$ cat config.mk
export PLATFORM = sky130hd
export DESIGN_NAME = iso_out_rxbuf
export DESIGN_NICKNAME = d
export VERILOG_FILES = /design/src/rtl/iso_rx_pkg.sv /design/src/rtl/iso_rx_bank.sv /design/src/rtl/iso_rx_ctrl.sv /design/src/rtl/iso_out_rxbuf.sv
export SDC_FILE = /design/constraint.sdc
export NUM_CORES = 1
export LEC_CHECK = 0
export BUFFER_PORTS_ARGS = -buffer_cell sky130_fd_sc_hd__buf_4
export CELL_PAD_IN_SITES_DETAIL_PLACEMENT = 0
export CELL_PAD_IN_SITES_GLOBAL_PLACEMENT = 1
export CORE_UTILIZATION = 35
export DETAILED_ROUTE_END_ITERATION = 12
export GPL_ROUTABILITY_DRIVEN = 0
export HOLD_SLACK_MARGIN = 0.03
export PLACE_DENSITY_LB_ADDON = 0.25
export SETUP_SLACK_MARGIN = 0.5
export SLEW_MARGIN = 20
export SYNTH_ARGS = -nofsm -noshare
export SYNTH_HDL_FRONTEND = slang
export SYNTH_SLANG_ARGS = --single-unit
$ cat constraint.sdc
create_clock -name clk -period 3.02 [get_ports clk]
set_input_delay 0.151 -clock clk [delete_from_list [all_inputs] [get_ports clk]]
set_output_delay 0.151 -clock clk [all_outputs]
set_load 0.005 [all_outputs]
$ cat src/rtl/iso_rx_pkg.sv
package iso_rx_pkg;

    localparam int DATA_W = 8;
    localparam int NBANK  = 2;

    typedef logic [DATA_W-1:0] byte_t;

    // one cycle of traffic from the serial engine
    typedef struct packed {
        logic  valid;
        logic  eop;
        logic  crc_ok;
        byte_t data;
    } rx_beat_t;

    typedef enum logic {
        BANK_A = 1'b0,
        BANK_B = 1'b1
    } bank_t;

    function automatic bank_t other_bank(input bank_t b);
        return (b == BANK_A) ? BANK_B : BANK_A;
    endfunction

endpackage

$ cat src/rtl/iso_rx_bank.sv
module iso_rx_bank
    import iso_rx_pkg::*;
#(
    parameter int DEPTH = 64
) (
    input  logic                       clk,
    input  logic                       rst,
    input  logic                       wr_en,
    input  byte_t                      wr_data,
    input  logic                       clr,
    input  logic                       rd_adv,
    output logic [$clog2(DEPTH+1)-1:0] cnt,
    output byte_t                      rd_data
);
    localparam int CNT_W = $clog2(DEPTH + 1);
    localparam int AW    = $clog2(DEPTH);
    localparam logic [CNT_W-1:0] FULL = CNT_W'(DEPTH);
    localparam logic [CNT_W-1:0] ONE  = CNT_W'(1);

    byte_t            mem [DEPTH];
    logic [CNT_W-1:0] cnt_q;
    logic [CNT_W-1:0] rp_q;
    logic             room;
    logic             avail;

    assign room  = (cnt_q < FULL);
    assign avail = (rp_q < cnt_q);

    always_ff @(posedge clk) begin
        if (wr_en && room && !clr) begin
            mem[cnt_q[AW-1:0]] <= wr_data;
        end
    end

    always_ff @(posedge clk) begin
        if (rst || clr) begin
            cnt_q <= '0;
            rp_q  <= '0;
        end else begin
            if (wr_en && room) begin
                cnt_q <= cnt_q + ONE;
            end
            if (rd_adv && avail) begin
                rp_q <= rp_q + ONE;
            end
        end
    end

    assign cnt     = cnt_q;
    assign rd_data = avail ? mem[rp_q[AW-1:0]] : '0;


    cnt_sat_chk: assert property (@(posedge clk) disable iff (rst)
        cnt_q <= FULL);


    rdptr_bound_chk: assert property (@(posedge clk) disable iff (rst)
        rp_q <= cnt_q);


    clr_zero_chk: assert property (@(posedge clk) disable iff (rst)
        clr |=> (cnt_q == '0) && (rp_q == '0));
endmodule

$ cat src/rtl/iso_rx_ctrl.sv
module iso_rx_ctrl
    import iso_rx_pkg::*;
(
    input  logic             clk,
    input  logic             rst,
    input  logic             ep_enable,
    input  logic             ep_configured,
    input  logic             pingpong,
    input  rx_beat_t         beat,
    input  logic             irq_enable,
    input  logic [NBANK-1:0] sw_clear,
    output logic [NBANK-1:0] wr_en,
    output logic [NBANK-1:0] flag,
    output logic             crc_err,
    output logic             irq
);
    logic             live;
    logic             target_busy;
    logic             eop_take;
    bank_t            act_q;
    logic [NBANK-1:0] flag_q;
    logic             crc_q;

    assign live        = ep_enable && ep_configured;
    assign target_busy = flag_q[act_q];
    assign eop_take    = live && beat.eop && !target_busy;

    for (genvar b = 0; b < NBANK; b++) begin : g_wr
        assign wr_en[b] = live && beat.valid && !target_busy && (act_q == bank_t'(b));
    end

    always_ff @(posedge clk) begin
        if (rst) begin
            flag_q <= '0;
            crc_q  <= 1'b0;
            act_q  <= BANK_A;
        end else begin
            for (int b = 0; b < NBANK; b++) begin
                if (sw_clear[b]) begin
                    flag_q[b] <= 1'b0;
                end else if (eop_take && act_q == bank_t'(b)) begin
                    flag_q[b] <= 1'b1;
                end
            end
            if (eop_take) begin
                crc_q <= !beat.crc_ok;
            end
            if (!pingpong) begin
                act_q <= BANK_A;
            end else if (eop_take) begin
                act_q <= other_bank(act_q);
            end
        end
    end

    assign flag    = flag_q;
    assign crc_err = crc_q;
    assign irq     = irq_enable && (|flag_q);

    for (genvar b = 0; b < NBANK; b++) begin : g_chk

        flag_hold_chk: assert property (@(posedge clk) disable iff (rst)
            flag_q[b] && !sw_clear[b] |=> flag_q[b]);


        flag_set_src_chk: assert property (@(posedge clk) disable iff (rst)
            $rose(flag_q[b]) |-> $past(beat.eop && live));
    end


    gate_idle_chk: assert property (@(posedge clk) disable iff (rst)
        !live && (sw_clear == '0) |=> $stable(flag_q) && $stable(crc_q));


    bank1_idle_chk: assert property (@(posedge clk) disable iff (rst)
        !pingpong && $past(!pingpong) && !flag_q[1] |=> !flag_q[1]);
endmodule

$ cat src/rtl/iso_out_rxbuf.sv
module iso_out_rxbuf
    import iso_rx_pkg::*;
#(
    parameter int DEPTH = 64
) (
    input  logic                       clk,
    input  logic                       rst,
    input  logic                       ep_enable,
    input  logic                       ep_configured,
    input  logic                       pingpong,
    input  logic                       rx_valid,
    input  logic [7:0]                 rx_data,
    input  logic                       rx_eop,
    input  logic                       rx_crc_ok,
    input  logic                       irq_enable,
    input  logic                       sw_sel,
    input  logic                       sw_read,
    input  logic [1:0]                 sw_clear,
    output logic [7:0]                 rd_data,
    output logic [$clog2(DEPTH+1)-1:0] byte_cnt,
    output logic [1:0]                 rx_flag,
    output logic                       crc_err,
    output logic                       irq
);
    localparam int CNT_W = $clog2(DEPTH + 1);

    rx_beat_t         beat;
    logic [NBANK-1:0] wr_en;
    logic [CNT_W-1:0] cnt_a [NBANK];
    byte_t            rdd_a [NBANK];

    assign beat = '{valid: rx_valid, eop: rx_eop, crc_ok: rx_crc_ok, data: rx_data};

    iso_rx_ctrl u_ctrl (
        .clk           (clk),
        .rst           (rst),
        .ep_enable     (ep_enable),
        .ep_configured (ep_configured),
        .pingpong      (pingpong),
        .beat          (beat),
        .irq_enable    (irq_enable),
        .sw_clear      (sw_clear),
        .wr_en         (wr_en),
        .flag          (rx_flag),
        .crc_err       (crc_err),
        .irq           (irq)
    );

    for (genvar b = 0; b < NBANK; b++) begin : g_bank
        iso_rx_bank #(.DEPTH(DEPTH)) u_bank (
            .clk     (clk),
            .rst     (rst),
            .wr_en   (wr_en[b]),
            .wr_data (beat.data),
            .clr     (sw_clear[b]),
            .rd_adv  (sw_read && (sw_sel == 1'(b))),
            .cnt     (cnt_a[b]),
            .rd_data (rdd_a[b])
        );
    end

    assign byte_cnt = cnt_a[sw_sel];
    assign rd_data  = rdd_a[sw_sel];
endmodule

# == After elaboration in Yosys (flattened, before gate mapping) ==
# Memory sizes are Yosys's and may differ from the RTL's. A register that Yosys moved wholly into a read port is not among the register bits.
# Cells that the tools add are included.
# word_totals
mem_bits_rw,1024
regBits,32
elab_cells,71
mem_count,2
latch_bits,0
mem_bits_ro,0
# memory_table
memory,words,width,rd,rd_ports_with_merged_regs,write_ports,line,rtl
g_bank[0].u_bank.mem,64,8,1,1,1,iso_rx_bank.sv:20,byte_t mem [DEPTH];
g_bank[1].u_bank.mem,64,8,1,1,1,iso_rx_bank.sv:20,
# op_classes
n_addsub,4
n_reduce_logical,28
div_mod_pow,0
order_cmp,6
muxes,19
shifts,0
n_mul,0
eq_ne,0
bitwise_logic,4
# ops
cell,n
$mux 8,5
$add 7x1->7 const B,4
$mux 6,4
$mux 7,3
$logic_and 1x1->1,18
$lt 7x7->1,2
$lt 7x7->1 const B,2
$reduce_or 2->1,4
$mux 1,7
$logic_not 1->1,4
$not 1->1,3
$ge 2x2->1 const B,1
$logic_or 1x1->1,2
$lt 1x2->1 const B,1
$not 1->2,1

# == Depth between registers and ports, before layout ==
# depth
word_depth,9
depth_mapped,12

# == Hierarchy ==
# From an unflattened synthesis, not the netlist that was laid out.
# unflattened
cells_unflattened,1942
area_unflattened_um2,41940.2
# modules_own_cells
mod,area_each_um2,n_inst,cells_per_inst
iso_rx_bank at g_bank[1].u_bank,20786.2,1,954
iso_rx_bank at g_bank[0].u_bank,20722.4,1,948
iso_out_rxbuf,246.5,1,19
iso_rx_ctrl,185.2,1,21

# == Worst setup path before layout ==
# No wires, ideal clock.
# synth_path
path_kind,register to register
from,reg g_bank[1].u_bank.cnt_q[5]
to,reg g_bank[1].u_bank.rp_q[6]
t_arrival_ns,2.258
path_stages_with_launch,10
setup_slack_ns,0.692
t_required_ns,2.949
path_cell_list,dfxtp_1 -> clkbuf_1 -> inv_1 -> ha_1 -> and3_1 -> o21ai_0 -> o2111a_1 -> nand4_1 -> or3_1 -> a21oi_1
# synth_via
elab_chain_cells,2
# synth_lines
element,line,rtl
from (decl),iso_rx_bank.sv:21,logic [CNT_W-1:0] cnt_q;
from (signal assigned),iso_rx_bank.sv:41,cnt_q <= cnt_q + ONE;
$lt 7x7->1,iso_rx_bank.sv:27,assign avail = (rp_q < cnt_q);
$logic_and 1x1->1,iso_rx_bank.sv:43,if (rd_adv && avail) begin
to (signal assigned),iso_rx_bank.sv:44,rp_q <= rp_q + ONE;
to (decl),iso_rx_bank.sv:22,logic [CNT_W-1:0] rp_q;
# No other way between the ends.
# A chain may end at the register's enable or synchronous reset.

==> reports/metrics.yaml <==
track_usage_pct: 18.5
violations: "negative setup slack"
setup_viol: 8
final_cells: 4371
fmax_ghz: 0.294
wl_per_cell_um: 25.7
drive_gt1_share_pct: 31.6
hold_path_class: "input pin to flop"
p_comb_share_pct: 1.2
min_period_over_period_pct: 113
start_kind: "flop"
syn_area_per_cell_sq_um: 18.7
arrival_ps: 3250
dp_hpwl_um: 73300
grt_setup_unrepaired: "yes"
vias_per_cell: 5.20
initial_core_util_pct: 35.5
synth_top_family_by_area: "multiplexers"
synth_area_leaders: "edfxtp_1 (73%), mux4_2 (9.8%), mux2i_1 (3.8%), dfxtp_1 (2.1%), nor2_1 (1.8%)"
syn_to_final_growth_pct: 22.7
yosysSeqAreaShare_pct: 75.2
synthMuxAreaShare_pct: 14.0
finalPower_mw: 30.2
synth_compound_area_share_pct: 3.15
synth_area_sq_mm: 0.0421
path_clk_slew_ps: 60
placed_cell_area_sq_mm: 0.0463
cpPeakStageDelay_ps: 590
p_int_mw: 24.3
fin_setup_tns_ps: -2490
diodes: 0
ys_types: 58
synth_fa_ha_area_share_pct: 0.476
final-hold-violation-count: 0
synthCells: 2253
ir_drop_mv: 0.464
die_w_um: 349
crit_type: "flop to output port"
sequentialPowerShare_pct: 53.7
first_global_vias: 23600
cts_root_buffer: "clkbuf_16"
grt_max_degree: 98
yosys_warnings: 0
ff_latch_area_sq_mm: 0.0317
crit_path_frequent_cell: "buf_12"
clk_path_buf_depth: 3
synth_top_area_cell: "edfxtp_1"
crit_chain: "buf_12 -> buf_16 -> buf_12 -> mux4_2 -> nand2_1 -> nand3_1 -> a21oi_4 -> nor3_2 -> or4_4 -> buf_6"
firstDrtPassIters: 5
postLayoutCoreUtil_pct: 43.5
n_fill_cell: 10400
row_count: 126
outcome: "complete, but fails checks"
powerDensity_mw_per_mm2: 584
fin_ws_ps: -378
wirelength_um: 112000
switchingPower_mw: 5.90
yosys.area_share.simple_pct: 5.15
worstMarginPinSlew_ps: 926
antenna_found_initial: 2
ioPinCount: 40
netlist.area_leader.share_pct: 73.1
clock_latency_ps: 690
slew_viol_final: 0
layout_commonest_cell: "edfxtp_1"
route.detailed.drc: 0
synth-edff-count: 1024
cp_data_required_time_ps: 2870
place_inst: 4079
synth-main-ff-cell: "edfxtp_1"
vias: 22700
slew_headroom_pct: 38.3
async_reset_ff_share_pct: 0
layout_common_cells: "edfxtp_1 (1024), buf_4 (337), nor2_1 (196)"
overflow: 0
fin_hold_ws_ps: 75.7
dieArea_sq_mm: 0.122
max_cap_viol_count: 0
skew_ps: 13.3
crit_slowest_cell: "or4_4"
htreeDepth: 3
path_max_fanout: 6
cts_buffers: 109
synth-seq-cells: 1068
syn-num-nets: 2290
pre_cts_slack_ps: -75.1
nets: 2720
p_leak_nw: 16.3
end_kind: "output port"
cts_tree: "built"
pwr-share-clk_pct: 45.0
die-height_um: 349
numPortBuffers: 39
postLayoutCellArea_sq_mm: 0.0517
grt_pass1_wl_um: 164000
drtIter0Drc: 1882
multi_input_area_sq_mm: 0.0103
clock_sinks: 1068
min_period_ps: 3400
placeableCoreArea_sq_mm: 0.119
ant_nets: 0
synth-xor-area-share_pct: 0.395
swShare_pct: 19.5
routing by layer:
metal	track usage, %	wire, um	up-vias
li1	-	-	9968
met1	24.6	48400	12000
met2	31.7	56200	553
met3	2.84	5010	159
met4	4.74	2630	0
met5	0	0	-
critical path, delay by kind of cell (launching register included):
kind | cells | cell delay, ps
multiplexers | 1 | 480
AND/OR/NAND/NOR | 4 | 910
AO/OA/AOI/OAI | 1 | 240
flip-flops | 1 | 430
buffers and inverters | 4 | 500
flip-flops by register name, indices dropped and copies added (netlist names), named ones only:
register and cells:
g_bank.u_bank.cnt 14, g_bank.u_bank.mem 1024, g_bank.u_bank.rp_q 14, u_ctrl.act_q 1, u_ctrl.crc_err 1, u_ctrl.flag 2
cells in the mapped netlist (10+ instances only):
library cell	instances
buf_4	28
edfxtp_1	1024
buf_2	26
and2_1	12
a22oi_1	61
a31oi_1	10
inv_1	12
a21oi_1	43
xnor2_1	12
nor3_1	16
o22ai_1	25
dfxtp_1	44
clkbuf_1	38
ha_1	16
mux2i_1	161
a211oi_1	14
o21ai_0	20
mux4_2	183
nand3_1	68
nand4_1	24
nor2_1	205
nor2b_1	21
nand2_1	97
power by group through the flow:
| stage | registers, mW | clock network [mW] | logic [mW] |
|---|---|---|---|
| after global routing | 16.2 | 14.4 | 0.409 |
| final | 16.2 | 13.6 | 0.377 |
| after CTS | 16.2 | 13.9 | 0.387 |
| after floorplan | 16.5 | 0 | 0.0448 |
| after global placement | 16.5 | 0 | 0.348 |
| after detailed placement | 16.5 | 0 | 0.366 |
worst paths after layout:
path	from	endpoint	slack [ps]	depth (start not counted)
max	flop	rd_data[5]	-380	10
min	rx_data[2]	g_bank[0].u_bank.mem[5][2]	80	1
max reg2reg	u_ctrl.act_q	g_bank[1].u_bank.mem[43][1]	630	9
min reg2reg	g_bank[0].u_bank.cnt[2]	g_bank[0].u_bank.cnt[2]	470	2
kinds of logic (layout without fill, tap and decap cells):
kind of cell             count (synthesis)  in the layout
buffers and inverters                  121            639
multiplexers                           352            352
adder cells (fa/ha/maj)                 16             16
flip-flops                            1068           1068
XOR/XNOR                                19             19
AO/OA/AOI/OAI                          198            198
AND/OR/NAND/NOR                        479            479
cell type report:
cell class	instances	area share [%]
flip-flops and latches	1068	61.3
well taps	1600	3.88
clock inverters	69	1.45
multi-input cells	1064	19.9
inverters	16	0.116
repair buffers	424	7.82
clock buffers	130	5.51
repair_timing:
item / in CTS / in global routing
endpoints found under the setup margin: 352 / 533
gates cloned: 8 / 0
buffers inserted: 57 / 12
endpoints found under the hold margin: 185 / 0
pin swaps: 43 / 20
hold buffers: 16 / 0
gates resized for setup: 153 / 31
Note: power is estimated with default switching activity, not from simulation.
